<file path="config.mk">
export PLATFORM = sky130hd
export DESIGN_NAME = prio_irq_ctrl
export DESIGN_NICKNAME = d
export VERILOG_FILES = /design/src/rtl/prio_irq_pkg.sv /design/src/rtl/irq_capture.sv /design/src/rtl/irq_prio_find.sv /design/src/rtl/irq_ctrl_regs.sv /design/src/rtl/prio_irq_ctrl.sv
export SDC_FILE = /design/constraint.sdc
export NUM_CORES = 1
export LEC_CHECK = 0
export ABC_AREA = 1
export BUFFER_PORTS_ARGS = -buffer_cell sky130_fd_sc_hd__buf_2
export CORE_ASPECT_RATIO = 1.4
export CORE_MARGIN = 2
export CORE_UTILIZATION = 40
export CTS_BUF_LIST = sky130_fd_sc_hd__clkbuf_16
export DETAILED_ROUTE_END_ITERATION = 6
export GPL_ROUTABILITY_DRIVEN = 0
export SYNTH_ARGS = -nofsm -noshare
export SYNTH_HDL_FRONTEND = slang
export SYNTH_HIERARCHICAL = 1
export SYNTH_SLANG_ARGS = --single-unit
export TNS_END_PERCENT = 20
</file>
<file path="constraint.sdc">
create_clock -name clk -period 8.9 [get_ports clk]
set_clock_uncertainty 0.2 [all_clocks]
set_input_delay 0.89 -clock clk [delete_from_list [all_inputs] [get_ports clk]]
set_output_delay 0.89 -clock clk [all_outputs]
set_load 0.02 [all_outputs]
</file>
<file path="src/rtl/prio_irq_pkg.sv">
// Shared encodings of the interrupt controller: register addresses,
// initialization-word states and operation command codes.
package prio_irq_pkg;

    localparam logic [1:0] ADDR_CMD  = 2'd0;
    localparam logic [1:0] ADDR_DATA = 2'd1;
    localparam logic [1:0] ADDR_TRIG = 2'd2;

    typedef enum logic [1:0] {
        INIT_IDLE  = 2'd0,
        INIT_VBASE = 2'd1,
        INIT_SKIP  = 2'd2,
        INIT_MODE  = 2'd3
    } init_st_e;

    typedef enum logic [2:0] {
        OC_ROT_OFF    = 3'd0,
        OC_EOI_NS     = 3'd1,
        OC_NOP        = 3'd2,
        OC_EOI_SP     = 3'd3,
        OC_ROT_ON     = 3'd4,
        OC_EOI_NS_ROT = 3'd5,
        OC_SET_BASE   = 3'd6,
        OC_EOI_SP_ROT = 3'd7
    } opcmd_e;

endpackage

</file>
<file path="src/rtl/irq_capture.sv">
// Request capture: holds the request register and the previous input
// sample. Level lines copy the input; edge lines set on a rising input.
// Assumes irq_in is already synchronous to clk.
module irq_capture #(
    parameter int LINES = 8
) (
    input  logic             clk,
    input  logic             rst_n,
    input  logic [LINES-1:0] irq_in,
    input  logic [LINES-1:0] trig,
    input  logic [LINES-1:0] clr,
    input  logic             init_clr,
    output logic [LINES-1:0] irr
);

    logic [LINES-1:0] prev_q;
    logic [LINES-1:0] irr_q;
    logic [LINES-1:0] rise;

    // Rising-edge detect against the stored sample
    assign rise = irq_in & ~prev_q;

    // Request and previous-level registers
    always_ff @(posedge clk) begin
        if (!rst_n || init_clr) begin
            prev_q <= '0;
            irr_q  <= '0;
        end else begin
            prev_q <= irq_in;
            irr_q  <= ((trig & irq_in) | (~trig & (irr_q | rise))) & ~clr;
        end
    end

    assign irr = irr_q;

endmodule

</file>
<file path="src/rtl/irq_prio_find.sv">
// Priority search: returns the priority k of the first set bit at line
// (k + base) mod LINES, or LINES when the mask is empty.
// Assumes LINES is a power of two.
module irq_prio_find #(
    parameter int LINES = 8,
    localparam int IDX_W = $clog2(LINES),
    localparam int PW = IDX_W + 1
) (
    input  logic [LINES-1:0] mask,
    input  logic [IDX_W-1:0] base,
    output logic [PW-1:0]    prio
);

    // Scan from lowest priority upward so the best match lands last
    always_comb begin
        prio = PW'(LINES);
        for (int k = LINES - 1; k >= 0; k--) begin
            if (mask[IDX_W'(k) + base]) prio = PW'(k);
        end
    end

endmodule

</file>
<file path="src/rtl/irq_ctrl_regs.sv">
// Register and command block: mask, in-service, priority base, vector
// base, mode flags, initialization-word sequencing, readback and poll,
// and acknowledge handling. Same-cycle precedence: write, then read,
// then acknowledge.
module irq_ctrl_regs
    import prio_irq_pkg::*;
#(
    parameter int LINES = 8,
    parameter logic [LINES-1:0] TRIG_MASK_MASTER = 8'hF8,
    parameter logic [LINES-1:0] TRIG_MASK_SLAVE  = 8'hDE,
    localparam int IDX_W = $clog2(LINES)
) (
    input  logic             clk,
    input  logic             rst_n,
    input  logic             is_master,
    input  logic             wr_en,
    input  logic             rd_en,
    input  logic [1:0]       addr,
    input  logic [LINES-1:0] wdata,
    input  logic             ack,
    input  logic [LINES-1:0] irr,
    input  logic             pend,
    input  logic [IDX_W-1:0] pend_line,
    input  logic             isr_found,
    input  logic [IDX_W-1:0] isr_line,
    output logic [LINES-1:0] rdata,
    output logic [LINES-1:0] vector,
    output logic [LINES-1:0] imr,
    output logic [LINES-1:0] isr,
    output logic [LINES-1:0] trig,
    output logic [IDX_W-1:0] base,
    output logic             sfnm,
    output logic             aeoi,
    output logic             poll,
    output logic [LINES-1:0] irr_clr,
    output logic             init_clr
);

    localparam logic [LINES-1:0] VBASE_MASK = ~LINES'(LINES - 1);
    localparam logic [IDX_W-1:0] SPUR_LINE  = IDX_W'(LINES - 1);

    logic [LINES-1:0] imr_q, imr_n, isr_q, isr_n, trig_q, trig_n;
    logic [LINES-1:0] vbase_q, vbase_n;
    logic [IDX_W-1:0] base_q, base_n;
    logic             rdsel_q, rdsel_n, poll_q, poll_n, need4_q, need4_n;
    logic             aeoi_q, aeoi_n, rot_q, rot_n, sfnm_q, sfnm_n;
    init_st_e         ist_q, ist_n;
    logic [IDX_W-1:0] wline;
    logic [IDX_W-1:0] out_line;

    assign wline = wdata[IDX_W-1:0];

    // Next-state decode for writes, poll reads and acknowledges
    always_comb begin
        imr_n    = imr_q;
        isr_n    = isr_q;
        trig_n   = trig_q;
        vbase_n  = vbase_q;
        base_n   = base_q;
        rdsel_n  = rdsel_q;
        poll_n   = poll_q;
        need4_n  = need4_q;
        aeoi_n   = aeoi_q;
        rot_n    = rot_q;
        sfnm_n   = sfnm_q;
        ist_n    = ist_q;
        irr_clr  = '0;
        init_clr = 1'b0;
        if (wr_en) begin
            case (addr)
                ADDR_CMD: begin
                    if (wdata[4]) begin
                        imr_n    = '0;
                        isr_n    = '0;
                        vbase_n  = '0;
                        base_n   = '0;
                        rdsel_n  = 1'b0;
                        poll_n   = 1'b0;
                        aeoi_n   = 1'b0;
                        rot_n    = 1'b0;
                        sfnm_n   = 1'b0;
                        need4_n  = wdata[0];
                        ist_n    = INIT_VBASE;
                        init_clr = 1'b1;
                    end else if (wdata[3]) begin
                        if (wdata[2]) poll_n = 1'b1;
                        if (wdata[1]) rdsel_n = wdata[0];
                    end else begin
                        case (opcmd_e'(wdata[7:5]))
                            OC_ROT_OFF, OC_ROT_ON: rot_n = wdata[7];
                            OC_EOI_NS, OC_EOI_NS_ROT: begin
                                if (isr_found) begin
                                    isr_n[isr_line] = 1'b0;
                                    if (wdata[7]) base_n = isr_line + IDX_W'(1);
                                end
                            end
                            OC_EOI_SP: isr_n[wline] = 1'b0;
                            OC_SET_BASE: base_n = wline + IDX_W'(1);
                            OC_EOI_SP_ROT: begin
                                isr_n[wline] = 1'b0;
                                base_n = wline + IDX_W'(1);
                            end
                            default: ;
                        endcase
                    end
                end
                ADDR_DATA: begin
                    case (ist_q)
                        INIT_IDLE: imr_n = wdata;
                        INIT_VBASE: begin
                            vbase_n = wdata & VBASE_MASK;
                            ist_n   = INIT_SKIP;
                        end
                        INIT_SKIP: ist_n = need4_q ? INIT_MODE : INIT_IDLE;
                        INIT_MODE: begin
                            sfnm_n = wdata[4];
                            aeoi_n = wdata[1];
                            ist_n  = INIT_IDLE;
                        end
                        default: ist_n = INIT_IDLE;
                    endcase
                end
                ADDR_TRIG: trig_n = wdata & (is_master ? TRIG_MASK_MASTER : TRIG_MASK_SLAVE);
                default: ;
            endcase
        end else if (rd_en) begin
            if (poll_q && !addr[1]) begin
                poll_n = 1'b0;
                if (pend) begin
                    irr_clr[pend_line] = 1'b1;
                    isr_n[pend_line]   = 1'b0;
                end
            end
        end else if (ack && pend) begin
            if (!trig_q[pend_line]) irr_clr[pend_line] = 1'b1;
            if (aeoi_q) begin
                if (rot_q) base_n = pend_line + IDX_W'(1);
            end else begin
                isr_n[pend_line] = 1'b1;
            end
        end
    end

    // State registers
    always_ff @(posedge clk) begin
        if (!rst_n) begin
            imr_q   <= '0;
            isr_q   <= '0;
            trig_q  <= '0;
            vbase_q <= '0;
            base_q  <= '0;
            rdsel_q <= 1'b0;
            poll_q  <= 1'b0;
            need4_q <= 1'b0;
            aeoi_q  <= 1'b0;
            rot_q   <= 1'b0;
            sfnm_q  <= 1'b0;
            ist_q   <= INIT_IDLE;
        end else begin
            imr_q   <= imr_n;
            isr_q   <= isr_n;
            trig_q  <= trig_n;
            vbase_q <= vbase_n;
            base_q  <= base_n;
            rdsel_q <= rdsel_n;
            poll_q  <= poll_n;
            need4_q <= need4_n;
            aeoi_q  <= aeoi_n;
            rot_q   <= rot_n;
            sfnm_q  <= sfnm_n;
            ist_q   <= ist_n;
        end
    end

    // Line reported to poll reads and acknowledges
    assign out_line = pend ? pend_line : SPUR_LINE;

    // Readback multiplexer
    always_comb begin
        if (poll_q && !addr[1]) begin
            rdata = {{(LINES-IDX_W){1'b0}}, out_line};
        end else begin
            case (addr)
                ADDR_CMD:  rdata = rdsel_q ? isr_q : irr;
                ADDR_DATA: rdata = imr_q;
                ADDR_TRIG: rdata = trig_q;
                default:   rdata = '0;
            endcase
        end
    end

    assign vector = vbase_q | {{(LINES-IDX_W){1'b0}}, out_line};
    assign imr    = imr_q;
    assign isr    = isr_q;
    assign trig   = trig_q;
    assign base   = base_q;
    assign sfnm   = sfnm_q;
    assign aeoi   = aeoi_q;
    assign poll   = poll_q;

endmodule

</file>
<file path="src/rtl/prio_irq_ctrl.sv">
// Top of the interrupt controller: request capture, three priority
// searches (request, in-service for the comparison, full in-service for
// end-of-interrupt) and the register block. int_pending and vector are
// combinational from registered state.
module prio_irq_ctrl #(
    parameter int LINES = 8,
    parameter int CASCADE_LINE = 2,
    parameter logic [LINES-1:0] TRIG_MASK_MASTER = 8'hF8,
    parameter logic [LINES-1:0] TRIG_MASK_SLAVE  = 8'hDE
) (
    input  logic             clk,
    input  logic             rst_n,
    input  logic             is_master,
    input  logic [LINES-1:0] irq_in,
    input  logic             wr_en,
    input  logic             rd_en,
    input  logic [1:0]       addr,
    input  logic [LINES-1:0] wdata,
    output logic [LINES-1:0] rdata,
    input  logic             ack,
    output logic [LINES-1:0] vector,
    output logic             int_pending
);

    localparam int IDX_W = $clog2(LINES);
    localparam int PW = IDX_W + 1;
    localparam int N_FIND = 3;
    localparam logic [LINES-1:0] CASC_BIT = LINES'(1) << CASCADE_LINE;

    logic [LINES-1:0] irr, imr, isr, trig, irr_clr;
    logic [IDX_W-1:0] base;
    logic             sfnm, aeoi, poll, init_clr;
    logic [LINES-1:0] find_mask [N_FIND];
    logic [PW-1:0]    find_prio [N_FIND];
    logic             pend;
    logic [IDX_W-1:0] pend_line, isr_line;
    logic             isr_found;

    irq_capture #(.LINES(LINES)) u_capture (
        .clk      (clk),
        .rst_n    (rst_n),
        .irq_in   (irq_in),
        .trig     (trig),
        .clr      (irr_clr),
        .init_clr (init_clr),
        .irr      (irr)
    );

    // Search inputs: unmasked requests, nested-adjusted and full in-service
    assign find_mask[0] = irr & ~imr;
    assign find_mask[1] = isr & ~((sfnm && is_master) ? CASC_BIT : '0);
    assign find_mask[2] = isr;

    for (genvar g = 0; g < N_FIND; g++) begin : g_find
        irq_prio_find #(.LINES(LINES)) u_find (
            .mask (find_mask[g]),
            .base (base),
            .prio (find_prio[g])
        );
    end

    // Request wins only when strictly ahead of current service level
    assign pend      = (find_prio[0] != PW'(LINES)) && (find_prio[0] < find_prio[1]);
    assign pend_line = find_prio[0][IDX_W-1:0] + base;
    assign isr_found = (find_prio[2] != PW'(LINES));
    assign isr_line  = find_prio[2][IDX_W-1:0] + base;

    irq_ctrl_regs #(
        .LINES            (LINES),
        .TRIG_MASK_MASTER (TRIG_MASK_MASTER),
        .TRIG_MASK_SLAVE  (TRIG_MASK_SLAVE)
    ) u_regs (
        .clk       (clk),
        .rst_n     (rst_n),
        .is_master (is_master),
        .wr_en     (wr_en),
        .rd_en     (rd_en),
        .addr      (addr),
        .wdata     (wdata),
        .ack       (ack),
        .irr       (irr),
        .pend      (pend),
        .pend_line (pend_line),
        .isr_found (isr_found),
        .isr_line  (isr_line),
        .rdata     (rdata),
        .vector    (vector),
        .imr       (imr),
        .isr       (isr),
        .trig      (trig),
        .base      (base),
        .sfnm      (sfnm),
        .aeoi      (aeoi),
        .poll      (poll),
        .irr_clr   (irr_clr),
        .init_clr  (init_clr)
    );

    assign int_pending = pend;

endmodule

</file>
After elaboration in Yosys (flattened, before gate mapping)
Cells that the tools add are included.
- $add $sub $neg: 12
- magnitude comparators: 15
- equality and inequality tests: 31
- muxes and demuxes: 144
- bitwise gates (word level): 22
- reductions and logical operators: 38
- operators by type and width (cell ; number):
    two-way mux 8 bit ; 21
    two-way mux 4 bit ; 24
    bitwise AND 8 bit ; 10
    binary-select mux 1 bit (select 3 bit) ; 25
    NOT 8 bit ; 7
    case mux 8 bit (2 select lines) ; 3
    two-way mux 1 bit ; 47
    less-than comparator 3 x 4 -> 1 bit, second input constant ; 11
    two-way mux 3 bit ; 12
    OR 8 bit ; 3
    case mux 8 bit (3 select lines) ; 1
    AND reduction 4 bit ; 6
    != test 4 bit, second input constant ; 5
    nonzero test 2 bit ; 9
    adder 3 bit, first input constant ; 4
    equality test 3 bit, second input constant ; 4
    != test 2 bit, second input constant ; 5
    adder 3 x 1 -> 3 bit, second input constant ; 3
    demux 1 bit (select 3 bit) ; 3
    >= comparator 3 x 1 -> 1 bit, second input constant ; 3
    != test 3 x 2 -> 1 bit, second input constant ; 3
    AND reduction 9 bit ; 1
    != test 4 x 2 -> 1 bit, second input constant ; 2
    NOT 3 -> 8 bit ; 1
    29 further kinds ; 49
- register bits: 59
- input port bits: 24
- logic and storage cells: 276

Longest topological paths before layout
Gate-level depths: netlist (run 1).
- word-level depth: 24
- mapped depth: 31
- gate-level depth less buffers: 29

By module
The synthesis (run 1) kept the hierarchy.
- modules (own cells, without submodules) (module ; times used ; cells each ; area an instance (um^2) ; seq. area each (um^2)):
    irq_ctrl_regs ; 1 ; 448 ; 2778.9 ; 780.7
    irq_prio_find ; 3 ; 95 ; 445.4 ; 0.0
    irq_capture ; 1 ; 91 ; 619.3 ; 320.3
    prio_irq_ctrl ; 1 ; 59 ; 315.3 ; 0.0

Worst setup path before layout (run 1)
OpenSTA, ideal clock, no wires.
- path type: register to output
- from: register u_regs.base_q[1], in the netlist u_regs/base[1]
- to: output port rdata[0]
- arrival time: 3704 ps
- data required time: 7810 ps
- setup slack: 4106 ps
- cell stages (with the launch flop): 18
- path buffers: 0
- path through: dfxtp_1 > inv_1 > ha_1 > inv_1 > nand3_1 > nand2_1 > nand2_1 > a21oi_2 > nand2_1 > nor3_2 > inv_1 > ha_1 > a21oi_1 > nand2_1 > a21oi_1 > nand2_1 > nand2_1 > o21ai_0
- RTL lines (element ; line ; RTL):
    start: declaration ; irq_ctrl_regs.sv:44 ; logic [IDX_W-1:0] base_q, base_n;
    start signal: assignment ; irq_ctrl_regs.sv:164 ; base_q <= base_n;
    end: declaration ; prio_irq_ctrl.sv:19 ; output logic [LINES-1:0] rdata,

==> reports/qor.yml, run 1 <==
io_pins: 41
cts_buffer_depth: 2
place_ws_ns: 3.87
met2_length_mm: 7.57
synthArstFlopShare_pct: 0
fp.dieH_um: 137
clk_pin_slew_ns: 0.08
p_switching_mw: 0.623
path_class: "register to output pin"
p_sw_share_pct: 51.2
vias_per_cell: 5.09
relSlewSlack_pct: 40.0
holdBufCountCts: 0
end_kind: "output pin"
seq_power_share_pct: 24.4
htreeDepth: 2
start_util_pct: 41.0
rsz0062_at_grt: "false"
grt.total_usage_pct: 22.2
crit_arrival_ns: 4.31
worstPathMaxFanout: 24
setup-tns-final_ns: 0
ys.warnings.count: 6
synth_edf_count: 0
fmax_ghz: 0.185
dr_wl_met3_um: 564
die_area_mm2: 0.0136
core-area_mm2: 0.0123
dp_cells: 1059
placed_area_mm2: 0.00534
syn-num-nets: 926
synth_cells: 883
grt_pass1_vias: 4941
ir_drop_mv: 0.115
clkPwrFrac_pct: 16.9
cts_resized: 0
synth_cell_types: 44
vias: 5433
whs_ns: 0.267
cp_data_required_time_ns: 7.81
finalSetupViolations: 0
hpwlAfterDp_mm: 12.1
grt_start_max_net_pins: 34
maxCapViolations: 0
wire_per_inst_um: 14.2
cts_tree: "done"
io_buffers: 40
final_util_pct: 44.6
die_w_um: 99.0
status: "completed"
cts_buffers: 5
postRouteAntennaNets: 0
clkLatencyLatePin_ns: 0.30
postRouteWirelength_mm: 15.1
fill_cells: 1331
period_minus_slack_ns: 5.40
hold_violations: 0
hp-class: "register to register"
highest_layer: "met4"
internal_power_mw: 0.594
final_max_slew_viol_count: 0
cts-root-buf: "clkbuf_16"
firstDrtPassIters: 5
area_growth_pct: 8.67
powerDensity_mw_per_mm2: 222
synth_area_per_cell_um2: 5.72
grt_pass1_wl_mm: 24.0
cts_num_sinks: 55
drive_above_1_share_pct: 10.8
row_count: 48
drt-initial-drc-count: 371
met1_length_mm: 6.20
fin_cells: 1067
nets: 959
ys_ff_latch: 55
drc: 0
start_kind: "register"
power.leakage_nw: 2.76
post_cts_buffers: 0
netlist_area_mm2: 0.00505
p_comb_share_pct: 58.8
tightest_slew_ns: 0.899
antenna_found_initial: 0
overflow: 0
fin_crit_sh_pct: 60.7
diodes: 0
fin_ws_ns: 3.50
final_area_mm2: 0.00549
fin_total_pwr_mw: 1.22
synth_flop_cell: "dfxtp_1"
synth-seq-area-share_pct: 21.8
-- critical path, cell delays in order, from the launching register on --
cell      delay (ns)
dfxtp_1         0.90
inv_1           0.24
ha_1            0.42
inv_1           0.10
nand3_1         0.11
nand3_1         0.10
nand3_1         0.16
nand3_1         0.09
a21boi_1        0.34
ha_1            0.31
nand2_1         0.06
nand2_1         0.04
a21oi_1         0.55
nand2_1         0.20
nand2_1         0.10
o21ai_0         0.09
buf_2           0.17
-- power by group through the flow --
stage | clock network, mW | logic (mW) | registers (mW)
floorplan | 0 | 0.530 | 0.290
global placement | 0 | 0.704 | 0.302
detailed placement | 0 | 0.707 | 0.302
CTS | 0.212 | 0.710 | 0.297
global route | 0.219 | 0.803 | 0.300
finish | 0.205 | 0.715 | 0.297
-- metal layers --
layer	global-route usage (%)	vias to the layer above
met5	0	-
met4	11.8	0
met3	2.04	40
met2	41.4	143
met1	24.7	2387
li1	-	2863
-- kinds of logic after synthesis --
| logic type | synth area share, % |
|---|---|
| AND/OR/NAND/NOR | 44.6 |
| buffers and inverters | 12.4 |
| other | 0.0743 |
| XOR/XNOR | 1.56 |
| AO/OA/AOI/OAI | 14.5 |
| adder cells (fa/ha/maj) | 5.00 |
| flip-flops | 21.8 |
-- layout make-up --
cell class / count / area (µm²) / share of cell area, %
repair buffers: 41 / 208 / 3.78
well taps: 150 / 188 / 3.42
flip-flops and latches: 55 / 1100 / 20.1
clock inverters: 3 / 23.8 / 0.433
inverters: 135 / 520 / 9.48
multi-input cells: 678 / 3320 / 60.5
clock buffers: 5 / 125 / 2.28
-- path summary, 6_finish.rpt --
path	from	end	slack, ns	depth (start not counted)
setup / recovery	u_regs/base[1]	rdata[0]	3.50	16
hold / removal	u_regs/vbase_q[5]	u_regs/vbase_q[5]	0.27	2
setup reg to reg	u_regs/base[1]	u_capture/irr[0]	3.91	21
hold reg to reg	u_regs/vbase_q[5]	u_regs/vbase_q[5]	0.27	2
-- cell usage in the layout (no fill, tap or decap), types with 2 or more instances in the layout --
master	netlist	layout
a21boi_1	3	3
nand3_1	93	93
nor3_2	4	4
xor2_1	4	4
nand2_4	6	6
nand2_2	4	4
dfxtp_1	55	55
a21oi_1	51	51
a21oi_2	6	6
inv_2	9	9
a211oi_1	5	5
inv_4	3	3
inv_1	121	121
or2_2	4	4
ha_1	17	17
nor3_1	5	5
a21oi_4	2	2
nand4_1	8	8
o221ai_1	2	2
o211ai_1	2	2
o21ai_1	9	9
fa_1	2	2
o21ai_0	32	32
xnor2_1	5	5
o22ai_1	2	2
clkbuf_16	0	5
o21ai_2	3	3
buf_2	2	40
nor2_4	6	6
nor2_1	99	99
nand2_1	297	297
-- Yosys cell counts, types with 6 or more instances --
library cell | n | area, µm²
nand4_1 | 8 | 50.1
dfxtp_1 | 55 | 1100
nand2_1 | 297 | 1110
o21ai_0 | 32 | 160
ha_1 | 17 | 213
a21oi_2 | 6 | 52.6
o21ai_1 | 9 | 45.0
inv_2 | 9 | 33.8
inv_1 | 121 | 454
a21oi_1 | 51 | 255
nor2_4 | 6 | 67.6
nand3_1 | 93 | 465
nor2_1 | 99 | 372
nand2_4 | 6 | 67.6
buf_4 | 6 | 45.0
Note: power is estimated with default switching activity, not from simulation.
==> run 2, diff against run 1 <==
ABC_AREA = 0   (was 1)
clock period = 5.4 ns   (was 8.9 ns; I/O delays follow)
==> run 2 against run 1 <==
Against the previous run:
- die area is 12% higher
- highest routed layer unchanged
- core utilization is 0.94 points lower
- via count decreased by 10%
- non-clock buffer count increased by 9
- final area grew 11%
- critical endpoint is now rdata[2]
- critical path depth did not move
- power rose by 110%
- global-route usage fell by 1.9 points
- area after synthesis is 13% higher
- critical path type unchanged
- largest cell class unchanged
==> reports/qor.yml, run 2 <==
ys.warnings.count: 6
clkLatencyLatePin_ns: 0.30
synth_cell_types: 71
synth_flop_cell: "dfxtp_1"
final_max_slew_viol_count: 0
synth_cells: 620
overflow: 0
fin_ws_ns: 0.335
die_area_mm2: 0.0152
synth_area_leaders: "dfxtp_1 19%, mux2i_1 10%, mux2_2 8.5%"
cts-root-buf: "clkbuf_16"
netlist_area_mm2: 0.00570
worstPathMaxFanout: 12
end_kind: "output pin"
layout_common_cells: "57 x mux2i_1, 54 x dfxtp_1, 45 x nor2_1, 43 x mux2_2, 40 x buf_2"
fin_total_pwr_mw: 2.61
hpwlAfterDp_mm: 12.0
postRouteWirelength_mm: 15.6
path_class: "register to output pin"
relSlewSlack_pct: 36.8
synth_edf_count: 0
grt_pass1_wl_mm: 25.1
io_buffers: 40
grt_pass1_vias: 4837
synth_compound_area_share_pct: 15.4
final_util_pct: 43.6
cts_num_sinks: 55
placed_area_mm2: 0.00591
fp.dieH_um: 145
drc: 0
firstDrtPassIters: 4
row_count: 51
wire_per_inst_um: 19.0
fill_cells: 1440
grt.total_usage_pct: 20.3
period_minus_slack_ns: 5.07
cts_tree: "done"
cts_buffers: 5
synth-seq-area-share_pct: 19.3
synth_top_family_by_area: "multiplexers"
synthMuxAreaShare_pct: 31.0
hp-class: "input pin to register"
fin_crit_sh_pct: 93.8
crit_path_max_incr_delay_ns: 0.53
synthAdderAreaFrac_pct: 4.44
power.leakage_nw: 2.32
die_w_um: 105
core-area_mm2: 0.0139
diodes: 0
cp_data_required_time_ns: 4.66
powerDensity_mw_per_mm2: 431
antenna_found_initial: 0
critPathSlowestCell: "ha_2"
rsz0062_at_grt: "false"
drive_above_1_share_pct: 23.2
vias_per_cell: 5.94
synth_area_per_cell_um2: 9.19
netlist_top_cells_count: "57 x mux2i_1, 55 x dfxtp_1, 45 x nor2_1"
place_ws_ns: 0.260
drt-initial-drc-count: 236
nets: 680
cts_buffer_depth: 2
ys_ff_latch: 55
start_kind: "register"
synth_top_area_share_pct: 19.3
yosys.area_share.simple_pct: 21.3
layout_commonest_cell: "mux2i_1"
fmax_ghz: 0.197
synth_top_area_cell: "dfxtp_1"
synth_most_common_cell: "mux2i_1"
maxCapViolations: 0
synthArstFlopShare_pct: 0
status: "completed"
tightest_slew_ns: 0.939
hold_violations: 0
clk_pin_slew_ns: 0.08
setup-tns-final_ns: 0
io_pins: 41
ir_drop_mv: 0.285
postRouteAntennaNets: 0
vias: 4885
synthXorXnorAreaFrac_pct: 1.85
syn-num-nets: 663
holdBufCountCts: 0
critical_path.cell_chain: "buf_4, inv_1, ha_2, mux2_2, mux4_1, nor3_1, a21oi_1, o22ai_1, inv_1, ha_1, a211oi_2, o21a_2, nand2_1, a211oi_1, a21oi_1, buf_2"
finalSetupViolations: 0
grt_start_max_net_pins: 31
htreeDepth: 2
crit_arrival_ns: 4.33
start_util_pct: 40.9
final_area_mm2: 0.00607
area_growth_pct: 6.57
[run 2: layout make-up]
type                            instances  area, µm²  area share (%)
Clock inverter                          3       27.5           0.454
Tap cell                              185        231            3.81
Clock buffer                            5        125            2.06
Multi-Input combinational cell        502       4220            69.6
Sequential cell                        55       1100            18.2
Timing Repair Buffer                   50        275            4.54
Inverter                               23       86.3            1.42
[run 2: cell families after synthesis]
| logic type | count (synthesis) |
|---|---|
| mux | 131 |
| xor+xnor | 12 |
| flops | 55 |
| fa+ha+maj | 19 |
| simple gates | 215 |
| other cells | 1 |
| compound gates | 124 |
| buf+inv | 63 |
[run 2: timing repair]
action | in CTS | in global routing
setup endpoints to repair | 0 | 7
buffers inserted | 0 | 0
resized for setup | 0 | 3
[run 2: where the power goes]
| group | internal [mW] | switching (mW) | leakage (nW) |
|---|---|---|---|
| clock network | 0.177 | 0.163 | 0.0723 |
| registers | 0.436 | 0.0667 | 0.450 |
| logic | 0.725 | 1.05 | 1.80 |
[run 2: final timing paths]
kind                                         from                  end  slack (ns)  cells past startpoint
worst min register to register  u_regs/vbase_q[7]    u_regs/vbase_q[7]        0.29                      2
worst max register to register     u_regs/base[1]             register        0.37                     16
worst min-delay path                    irq_in[3]  u_capture/prev_q[3]        0.26                      2
worst max-delay path               u_regs/base[1]             rdata[2]        0.33                     16
[run 2: layer usage]
| layer | track usage (%) | up-vias | routed length [µm] |
|---|---|---|---|
| li1 | - | 2333 | - |
| met1 | 23.9 | 2393 | 6360 |
| met2 | 38.2 | 138 | 8360 |
| met3 | 1.53 | 21 | 496 |
| met4 | 7.00 | 0 | 411 |
| met5 | 0 | - | 0 |
[run 2: worst max-delay path, delay by kind of cell (launching register included)]
kind,cells,cell delay (ns)
simple gates,2,0.34
mux,2,0.93
buf+inv,4,0.57
fa+ha+maj,2,0.83
flops,1,0.33
compound gates,6,1.03
[run 2: per-stage QoR]
stage               hold WS (ns)  std cells
floorplan                  0.260        620
global placement           0.275        815
detailed placement         0.284        815
CTS                        0.253        823
global route               0.257        823
finish                     0.256        823
